--- config.mk ---
export PLATFORM = sky130hd
export DESIGN_NAME = flash_wr_seq
export DESIGN_NICKNAME = d
export VERILOG_FILES = /design/src/rtl/fseq_pkg.sv /design/src/rtl/fseq_spi_byte.sv /design/src/rtl/fseq_req_check.sv /design/src/rtl/flash_wr_seq.sv
export SDC_FILE = /design/constraint.sdc
export NUM_CORES = 1
export LEC_CHECK = 0
export BUFFER_PORTS_ARGS = -buffer_cell sky130_fd_sc_hd__buf_4
export CAP_MARGIN = 20
export CORE_MARGIN = 8
export CORE_UTILIZATION = 30
export DETAILED_ROUTE_END_ITERATION = 16
export GPL_ROUTABILITY_DRIVEN = 1
export RECOVER_POWER = 100
export SLEW_MARGIN = 20
export SYNTH_ARGS = -nofsm -noshare
export SYNTH_HDL_FRONTEND = slang
export SYNTH_SLANG_ARGS = --single-unit
--- constraint.sdc ---
create_clock -name clk -period 2.77 [get_ports clk]
set_input_delay 0 -clock clk [delete_from_list [all_inputs] [get_ports clk]]
set_output_delay 0 -clock clk [all_outputs]
set_load 0.005 [all_outputs]
--- src/rtl/fseq_pkg.sv ---
package fseq_pkg;

    localparam logic [7:0] OPC_WREN = 8'h06;
    localparam logic [7:0] OPC_PROG = 8'h02;
    localparam logic [7:0] OPC_SECT = 8'hD8;
    localparam logic [7:0] OPC_BULK = 8'hC7;
    localparam logic [7:0] OPC_RDSR = 8'h05;

    typedef enum logic [1:0] {
        OP_PROG = 2'd0,
        OP_SECT = 2'd1,
        OP_BULK = 2'd2,
        OP_NONE = 2'd3
    } fseq_op_e;

    typedef enum logic [3:0] {
        S_IDLE,
        S_GAP_WREN,
        S_WREN,
        S_GAP_CMD,
        S_CMD,
        S_ADDR,
        S_DATA,
        S_GAP_POLL,
        S_POLL_CMD,
        S_POLL_RD,
        S_DONE
    } fseq_state_e;

endpackage

--- src/rtl/fseq_spi_byte.sv ---
module fseq_spi_byte #(
    parameter int CLK_DIV = 2
) (
    input  logic       clk,
    input  logic       rst_n,
    input  logic       start,
    input  logic [7:0] tx_byte,
    output logic       busy,
    output logic       done,
    output logic [7:0] rx_byte,
    output logic       sck,
    output logic       mosi,
    input  logic       miso
);

    localparam int DIV_W = (CLK_DIV > 1) ? $clog2(CLK_DIV) : 1;
    localparam logic [DIV_W-1:0] DIV_LAST = DIV_W'(CLK_DIV - 1);

    logic [DIV_W-1:0] div_cnt;
    logic [2:0]       bit_cnt;
    logic [7:0]       shreg;

    always_ff @(posedge clk or negedge rst_n) begin
        if (!rst_n) begin
            busy    <= 1'b0;
            done    <= 1'b0;
            rx_byte <= '0;
            sck     <= 1'b0;
            mosi    <= 1'b0;
            div_cnt <= '0;
            bit_cnt <= '0;
            shreg   <= '0;
        end else begin
            done <= 1'b0;
            if (!busy) begin
                if (start) begin
                    busy    <= 1'b1;
                    shreg   <= tx_byte;
                    mosi    <= tx_byte[7];
                    sck     <= 1'b0;
                    div_cnt <= '0;
                    bit_cnt <= '0;
                end
            end else if (div_cnt == DIV_LAST) begin
                div_cnt <= '0;
                if (!sck) begin
                    sck <= 1'b1;
                end else begin
                    sck     <= 1'b0;
                    rx_byte <= {rx_byte[6:0], miso};
                    if (bit_cnt == 3'd7) begin
                        busy <= 1'b0;
                        done <= 1'b1;
                    end else begin
                        bit_cnt <= bit_cnt + 3'd1;
                        shreg   <= {shreg[6:0], 1'b0};
                        mosi    <= shreg[6];
                    end
                end
            end else begin
                div_cnt <= div_cnt + DIV_W'(1);
            end
        end
    end

endmodule

--- src/rtl/fseq_req_check.sv ---
module fseq_req_check #(
    parameter int PAGE_BYTES = 256,
    parameter int ADDR_W     = 24
) (
    input  logic [1:0]                    op,
    input  logic [ADDR_W-1:0]             addr,
    input  logic [$clog2(PAGE_BYTES):0]   len,
    output logic                          reject
);
    import fseq_pkg::*;

    localparam int OFF_W = $clog2(PAGE_BYTES);
    localparam int LEN_W = OFF_W + 1;
    localparam int SUM_W = LEN_W + 1;

    logic [SUM_W-1:0] end_pos;
    logic             bad_len;

    always_comb begin
        end_pos = SUM_W'(addr[OFF_W-1:0]) + SUM_W'(len);
        bad_len = (len == '0) || (len > LEN_W'(PAGE_BYTES))
                  || (end_pos > SUM_W'(PAGE_BYTES));
        unique case (op)
            OP_PROG: reject = bad_len;
            OP_SECT: reject = 1'b0;
            OP_BULK: reject = 1'b0;
            default: reject = 1'b1;
        endcase
    end

endmodule

--- src/rtl/flash_wr_seq.sv ---
module flash_wr_seq #(
    parameter int CLK_DIV    = 2,
    parameter int GAP_CYC    = 2,
    parameter int POLL_MAX   = 100000,
    parameter int PAGE_BYTES = 256,
    parameter int ADDR_W     = 24
) (
    input  logic                        clk,
    input  logic                        rst_n,
    input  logic                        req_valid,
    output logic                        req_ready,
    input  logic [1:0]                  req_op,
    input  logic [ADDR_W-1:0]           req_addr,
    input  logic [$clog2(PAGE_BYTES):0] req_len,
    input  logic [7:0]                  wr_data,
    input  logic                        wr_valid,
    output logic                        wr_ready,
    output logic                        done,
    output logic                        err_reject,
    output logic                        err_timeout,
    output logic                        spi_cs_n,
    output logic                        spi_sck,
    output logic                        spi_mosi,
    input  logic                        spi_miso
);
    import fseq_pkg::*;

    localparam int LEN_W      = $clog2(PAGE_BYTES) + 1;
    localparam int ADDR_BYTES = ADDR_W / 8;
    localparam int POLL_W     = $clog2(POLL_MAX + 1);
    localparam int GAP_W      = $clog2(GAP_CYC + 1);

    fseq_state_e state, state_nx;

    logic [1:0]        op_q;
    logic [ADDR_W-1:0] addr_q;
    logic [LEN_W-1:0]  len_q;
    logic [LEN_W-1:0]  cnt;
    logic [POLL_W-1:0] poll_cnt;
    logic [GAP_W-1:0]  gap_cnt;
    logic              inflight;
    logic              rej_q;
    logic              tmo_q;

    logic              reject;
    logic              eng_start;
    logic [7:0]        eng_tx;
    logic              eng_busy;
    logic              eng_done;
    logic [7:0]        eng_rx;
    logic              gap_end;
    logic              poll_last;
    logic              accept;
    logic [7:0]        addr_byte;

    fseq_req_check #(
        .PAGE_BYTES(PAGE_BYTES),
        .ADDR_W    (ADDR_W)
    ) u_check (
        .op    (req_op),
        .addr  (req_addr),
        .len   (req_len),
        .reject(reject)
    );

    fseq_spi_byte #(
        .CLK_DIV(CLK_DIV)
    ) u_spi (
        .clk    (clk),
        .rst_n  (rst_n),
        .start  (eng_start),
        .tx_byte(eng_tx),
        .busy   (eng_busy),
        .done   (eng_done),
        .rx_byte(eng_rx),
        .sck    (spi_sck),
        .mosi   (spi_mosi),
        .miso   (spi_miso)
    );

    assign accept    = (state == S_IDLE) && req_valid;
    assign gap_end   = (gap_cnt == GAP_W'(GAP_CYC - 1));
    assign poll_last = (poll_cnt == POLL_W'(POLL_MAX - 1));

    always_comb begin
        addr_byte = 8'(addr_q >> (8 * (ADDR_BYTES - 1 - int'(cnt))));
    end

    // State register
    always_ff @(posedge clk or negedge rst_n) begin
        if (!rst_n) state <= S_IDLE;
        else        state <= state_nx;
    end

    // Next-state logic
    always_comb begin
        state_nx = state;
        unique case (state)
            S_IDLE:     if (req_valid) state_nx = reject ? S_DONE : S_GAP_WREN;
            S_GAP_WREN: if (gap_end) state_nx = S_WREN;
            S_WREN:     if (eng_done) state_nx = S_GAP_CMD;
            S_GAP_CMD:  if (gap_end) state_nx = S_CMD;
            S_CMD:      if (eng_done) state_nx = (op_q == OP_BULK) ? S_GAP_POLL : S_ADDR;
            S_ADDR:     if (eng_done && cnt == LEN_W'(ADDR_BYTES - 1))
                            state_nx = (op_q == OP_PROG) ? S_DATA : S_GAP_POLL;
            S_DATA:     if (eng_done && cnt == len_q - LEN_W'(1)) state_nx = S_GAP_POLL;
            S_GAP_POLL: if (gap_end) state_nx = S_POLL_CMD;
            S_POLL_CMD: if (eng_done) state_nx = S_POLL_RD;
            S_POLL_RD:  if (eng_done) begin
                            if (!eng_rx[0] || poll_last) state_nx = S_DONE;
                            else                         state_nx = S_GAP_POLL;
                        end
            S_DONE:     state_nx = S_IDLE;
            default:    state_nx = S_IDLE;
        endcase
    end

    // Outputs
    always_comb begin
        req_ready   = 1'b0;
        wr_ready    = 1'b0;
        done        = 1'b0;
        err_reject  = 1'b0;
        err_timeout = 1'b0;
        spi_cs_n    = 1'b0;
        eng_start   = 1'b0;
        eng_tx      = 8'h00;
        unique case (state)
            S_IDLE: begin
                req_ready = 1'b1;
                spi_cs_n  = 1'b1;
            end
            S_GAP_WREN, S_GAP_CMD, S_GAP_POLL: spi_cs_n = 1'b1;
            S_WREN: begin
                eng_start = !inflight;
                eng_tx    = OPC_WREN;
            end
            S_CMD: begin
                eng_start = !inflight;
                unique case (op_q)
                    OP_PROG: eng_tx = OPC_PROG;
                    OP_SECT: eng_tx = OPC_SECT;
                    default: eng_tx = OPC_BULK;
                endcase
            end
            S_ADDR: begin
                eng_start = !inflight;
                eng_tx    = addr_byte;
            end
            S_DATA: begin
                wr_ready  = !inflight;
                eng_start = !inflight && wr_valid;
                eng_tx    = wr_data;
            end
            S_POLL_CMD: begin
                eng_start = !inflight;
                eng_tx    = OPC_RDSR;
            end
            S_POLL_RD: begin
                eng_start = !inflight;
                eng_tx    = 8'h00;
            end
            S_DONE: begin
                spi_cs_n    = 1'b1;
                done        = 1'b1;
                err_reject  = rej_q;
                err_timeout = tmo_q;
            end
            default: spi_cs_n = 1'b1;
        endcase
    end

    // Request capture, counters and flags
    always_ff @(posedge clk or negedge rst_n) begin
        if (!rst_n) begin
            op_q     <= '0;
            addr_q   <= '0;
            len_q    <= '0;
            cnt      <= '0;
            poll_cnt <= '0;
            gap_cnt  <= '0;
            inflight <= 1'b0;
            rej_q    <= 1'b0;
            tmo_q    <= 1'b0;
        end else begin
            if (accept) begin
                op_q     <= req_op;
                addr_q   <= req_addr;
                len_q    <= req_len;
                cnt      <= '0;
                poll_cnt <= '0;
                rej_q    <= reject;
                tmo_q    <= 1'b0;
            end

            if (state == S_GAP_WREN || state == S_GAP_CMD || state == S_GAP_POLL)
                gap_cnt <= gap_end ? '0 : gap_cnt + GAP_W'(1);
            else
                gap_cnt <= '0;

            if (eng_start)     inflight <= 1'b1;
            else if (eng_done) inflight <= 1'b0;

            if (eng_done) begin
                if (state == S_ADDR)
                    cnt <= (cnt == LEN_W'(ADDR_BYTES - 1)) ? '0 : cnt + LEN_W'(1);
                else if (state == S_DATA)
                    cnt <= (cnt == len_q - LEN_W'(1)) ? '0 : cnt + LEN_W'(1);
                if (state == S_POLL_RD && eng_rx[0]) begin
                    poll_cnt <= poll_cnt + POLL_W'(1);
                    if (poll_last) tmo_q <= 1'b1;
                end
            end
        end
    end

endmodule

# After elaboration in Yosys (flattened, before gate mapping)
# Index checks and enable logic that the tools add are counted.
[totals] regBits=86 out_inout_bits=8 wordCells=158 inputBits=48
[classes] muxes=72 n_lt_le_gt_ge=2 shifts=1 add_sub_neg=8 n_reduce_logical=25 eq_ne=32
[op_table] op="$mux W9" count=6
[op_table] op="$mux W17" count=3
[op_table] op="$mux W4" count=12
[op_table] op="$pmux W4 S10" count=1
[op_table] op="$pmux W8 S5" count=1
[op_table] op="$mux W7" count=5
[op_table] op="$mux W1" count=33
[op_table] op="$shr A24 B32 Y8" count=1
[op_table] op="$ne A2 B2 Y1 const B" count=9
[op_table] op="$add A17 B1 Y17 const B" count=1
[op_table] op="$eq A17 B17 Y1 const B" count=1
[op_table] op="$eq A4 B3 Y1 const B" count=4
[op_table] op="$pmux W8 S2" count=1
[op_table] op="$mux W3" count=5
[op_table] op="$eq A4 B4 Y1 const B" count=3
[op_table] op="$add A8 B9 Y10" count=1
[op_table] op="$gt A10 B9 Y1 const B" count=1
[op_table] op="$reduce_and A10 Y1" count=1
[op_table] op="$sub A2 B9 Y10 const A" count=1
[op_table] op="$add A9 B1 Y9 const B" count=1
[op_table] op="$eq A9 B2 Y1 const B" count=1
[op_table] op="$eq A9 B9 Y1" count=1
[op_table] op="$gt A9 B9 Y1 const B" count=1
[op_table] op="$logic_not A9 Y1" count=1
[op_table] op="24 further kinds" count=45

# Longest topological paths before layout
[logic_depth] depth_word=7 ltp_mapped=10

# Hierarchy
# From an unflattened synthesis, not the netlist that was laid out.
[hier_totals] cells_unflattened=624 area_unflattened_um2=5571.6
[by_module_without_submodules] mod="flash_wr_seq" seq_area_each_um2=1751.7 instances=1 area_each_um2=4037.6 cells_per_inst=483
[by_module_without_submodules] mod="fseq_spi_byte" seq_area_each_um2=575.6 instances=1 area_each_um2=1036.0 cells_per_inst=72
[by_module_without_submodules] mod="fseq_req_check" seq_area_each_um2=0.0 instances=1 area_each_um2=498.0 cells_per_inst=69

# Worst setup path after synthesis
# No wires, ideal clock.
[synth_timing] path_kind="flip-flop to flip-flop" from="register cnt[0]" to="register u_spi.shreg[2]" period_less_slack_ps=2369 stages_incl_launch_ff=10 path_slack_ps=401 arrival_ps=2245 path_buffers=2 cell_sequence="dfrtp_1 clkbuf_1 inv_1 ha_1 clkbuf_1 mux2i_1 o21ai_0 a211oi_1 a21oi_1 mux2_2"
[synth_via] elab_chain_cells=5
[synth_rtl] item="start: declaration" line="flash_wr_seq.sv:38" source="logic [LEN_W-1:0] cnt;"
[synth_rtl] item="start signal: assignment" line="flash_wr_seq.sv:206" source="cnt <= (cnt == LEN_W'(ADDR_BYTES - 1)) ? '0 : cnt + LEN_W'(1);"
[synth_rtl] item="start signal: assignment" line="flash_wr_seq.sv:208" source="cnt <= (cnt == len_q - LEN_W'(1)) ? '0 : cnt + LEN_W'(1);"
[synth_rtl] item="$sub A2 B9 Y10" line="flash_wr_seq.sv:86" source="addr_byte = 8'(addr_q >> (8 * (ADDR_BYTES - 1 - int'(cnt))));"
[synth_rtl] item="$shr A24 B32 Y8" line="flash_wr_seq.sv:86"
[synth_rtl] item="$pmux W8 S5" line="flash_wr_seq.sv:128" source="unique case (state)"
[synth_rtl] item="$mux W7" line="fseq_spi_byte.sv:36" source="if (start) begin"
[synth_rtl] item="$mux W7" line="fseq_spi_byte.sv:35" source="if (!busy) begin"
[synth_rtl] item="end signal: assignment" line="fseq_spi_byte.sv:38" source="shreg <= tx_byte;"
[synth_rtl] item="end signal: assignment" line="fseq_spi_byte.sv:56" source="shreg <= {shreg[6:0], 1'b0};"
[synth_rtl] item="end: declaration" line="fseq_spi_byte.sv:21" source="logic [7:0] shreg;"
# Every way passes these cells. The select of a mux whose other input is x is not followed.
# A chain may end at the register's enable or synchronous reset.

# Final worst setup path
[layout_timing] from="input port req_addr[0]" to="register state[0]"
[layout_via] elab_chain_cells=7
[layout_rtl] item="start: declaration" line="flash_wr_seq.sv:13" source="input logic [ADDR_W-1:0] req_addr,"
[layout_rtl] item="$add A8 B9 Y10" line="fseq_req_check.sv:20" source="end_pos = SUM_W'(addr[OFF_W-1:0]) + SUM_W'(len);"
[layout_rtl] item="$gt A10 B9 Y1" line="fseq_req_check.sv:22" source="|| (end_pos > SUM_W'(PAGE_BYTES));"
[layout_rtl] item="$logic_or A1 B1 Y1" line="fseq_req_check.sv:22"
[layout_rtl] item="$pmux W1 S2" line="fseq_req_check.sv:23" source="unique case (op)"
[layout_rtl] item="$mux W4 (2 in series)" line="flash_wr_seq.sv:99" source="S_IDLE: if (req_valid) state_nx = reject ? S_DONE : S_GAP_WREN;"
[layout_rtl] item="$pmux W4 S10" line="flash_wr_seq.sv:98" source="unique case (state)"
[layout_rtl] item="end signal: assignment" line="flash_wr_seq.sv:92" source="else state <= state_nx;"
[layout_rtl] item="end: declaration" line="flash_wr_seq.sv:33" source="fseq_state_e state, state_nx;"
# Every way passes these cells. The select of a mux whose other input is x is not followed.

==> run summary <==
Syn Std Cell Area: 0.00512 mm^2
Row count: 47
I/O Buffers: 55
Setup TNS: 0 ns
Slew headroom: 22.0%
Max Transition Viols Final: 0
Htree depth: 3
DRC errors left: 0
Initial DRC Count: 335
Pre-CTS WS: 0.387 ns
WP data required: 2.99 ns
Synth-to-layout area growth: 24.9%
Post-synth top cells: nand2_1 (145), dfrtp_1 (86), o21ai_0 (47)
Worst skew pair latency: 0.33 ns
Drt wl/cell: 14.9 um
GRT overflow: 0
Diode count: 0
Worst Setup SP: req_addr[0]
Hold-critical path depth: 3
Asr flop ratio synth: 100%
Worst Hold Launch: req_addr[1]
WS Path Type: primary input to flip-flop
Fin nets: 768
Outcome: finished, final reports clean
Hold Crit Class: primary input to flip-flop
Vias per cell: 4.97
Total core area: 0.0166 mm^2
Io pins: 56
Post-Route WL: 13,800 um
Setup violators final: 0
Mapped Nets: 678
Sequential cell area fraction in the yosys report: 42.0%
Layout cells sized above 1: 12.9%
FF+latch count, synth: 86
Leakage: 2.98 nW
Main synth FF type: dfrtp_1
R2R depth: 8
Dpl cells: 876
CTS buffer count: 9
P per Cell Area: 407 mW/mm^2
Post-route insts no fill: 928
Most frequent cell after synthesis: nand2_1
Synth Warn #: 0
Max Root-Sink Buffers: 2
# resized after CTS: 0
Final worst-path cycle share: 92.3%
Die Y: 147 um
RSZ-0062 raised after global routing: false
Max cap viols: 0
CTS tree: yes
Vias in the first global route: 4,490
CTS clk-pin slew, worst paths: 0.06 ns
Chip width: 147 um
All-layer global routing usage: 13.1%
Clock skew: 0.00521 ns
CP arrival: 2.77 ns
Synth cell types: 62
First-pass GRT wire length: 23,000 um
Half-perimeter wire length after placement: 10,100 um
Setup ws final: 0.214 ns
Slew @ Worst Pin: 1.17 ns
# fillers: 1,721
Tmin final: 2.56 ns
Final hold violations: 0
Number of flops mapped to enable cells by yosys: 0
DR vias: 4,616
Gpl congestion: 0.883
Total Die Area: 0.0215 mm^2
Peak supply drop: 0.000290 V
Initial antenna violation count: 0
Post-Synthesis Cells: 613
Critical Path Fanout Max: 3
Reg2reg start: state[2]
Initial DRT Pass Iterations: 5
Setup bufs post-CTS: 0
TritonCTS Sinks: 86
Critical path capture point type: flip-flop
Syn avg cell area: 8.36 um^2
Cells taking the most area after synthesis: dfrtp_1 (42%), nand2_1 (11%), o21ai_0 (4.6%), a21oi_1 (4.1%), ha_1 (3.9%)
Initial Util: 30.8%
Highest Clock Rate: 391 MHz
Largest net degree at the start of global routing: 49
Root Buffer: clkbuf_16
Routed Antenna Nets: 0
Crit start category: primary input
Top cell type's share of synthesized area: 42.0%
Cell taking the most area after synthesis: dfrtp_1
## layout make-up
| class | count | area (um^2) | area share [%] |
|---|---|---|---|
| Multi-Input combinational cell | 479 | 2770 | 43.3 |
| Sequential cell | 86 | 2150 | 33.6 |
| Timing Repair Buffer | 106 | 853 | 13.3 |
| Tap cell | 220 | 275 | 4.30 |
| Clock buffer | 13 | 250 | 3.91 |
| Inverter | 21 | 78.8 | 1.23 |
| Clock inverter | 3 | 20.0 | 0.313 |
## where the power goes
group          switching (mW)  internal, mW  total, mW
combinational           0.115         0.118      0.233
clock                   0.480         0.632       1.11
sequential           0.000840          1.26       1.26
## cell families after synthesis
| group | synth area share [%] |
|---|---|
| fa+ha+maj | 4.30 |
| mux | 3.03 |
| xor+xnor | 3.76 |
| compound gates | 16.8 |
| flops | 42.0 |
| simple gates | 26.3 |
| buf+inv | 3.88 |
## metrics by stage
stage	instance area (um^2)	hold slack, ns	utilization, %	power [mW]
after CTS	6430	0.0372	38.7	2.64
after global routing	6400	0.0622	38.5	2.71
after detailed placement	5800	0.0548	34.9	1.48
after global placement	5800	0.0426	34.9	1.48
after floorplan	5120	-0.296	-	1.36
final	6400	0.0359	38.5	2.60
## registers in the layout, indices dropped and copies added (netlist names)
signal	cells
op_q	2
u_spi.busy	1
rej_q	1
poll_cnt	17
cnt	9
inflight	1
tmo_q	1
addr_q	24
u_spi.div_cnt	1
u_spi.sck	1
state	4
u_spi.mosi	1
u_spi.shreg	7
u_spi.rx_byte	1
u_spi.done	1
len_q	9
gap_cnt	2
u_spi.bit_cnt	3
## final timing paths
kind,slack [ns],endpoint
min,0.04,addr_q[1]
max reg2reg,0.25,u_spi.shreg[2]
max,0.21,state[0]
min in group asynchronous,0.44,len_q[4]
min reg2reg,0.44,gap_cnt[0]
max in group asynchronous,0.80,addr_q[8]
## routing by layer
metal | wire, um | share of wire (%) | GRT usage (%)
met5 | 0 | 0 | 0
met3 | 600 | 4.3 | 2.63
met1 | 6790 | 49 | 17.7
met4 | 225 | 1.6 | 4.48
met2 | 6190 | 45 | 20.2
## layout by cell type, fill, tap and decap left out, drive strengths merged, types with 9 or more instances in the layout
cell,instances
nand2,145
dfrtp,86
buf,57
o21ai,51
a21oi,43
nor2,43
dlygate4sd3,36
nand3,27
clkbuf,26
inv,21
ha,16
xor2,14
mux2i,11
nor2b,9
## critical path: stages
cell and delay, ns:
dlygate4sd3_1 0.54, buf_4 0.11, ha_1 0.19, inv_1 0.07
fa_1 0.39, nor2b_1 0.17, o2111ai_1 0.16, a211oi_1 0.27
nor3_1 0.08, a41oi_1 0.36, nor2_1 0.12, a221o_1 0.30
## what timing repair did
| item | in CTS | in global routing |
|---|---|---|
| setup endpoints to repair | 0 | 0 |
| hold buffers | 36 | 0 |
| hold endpoints to repair | 78 | 0 |
No activity file was read; power rests on OpenSTA's default activity.
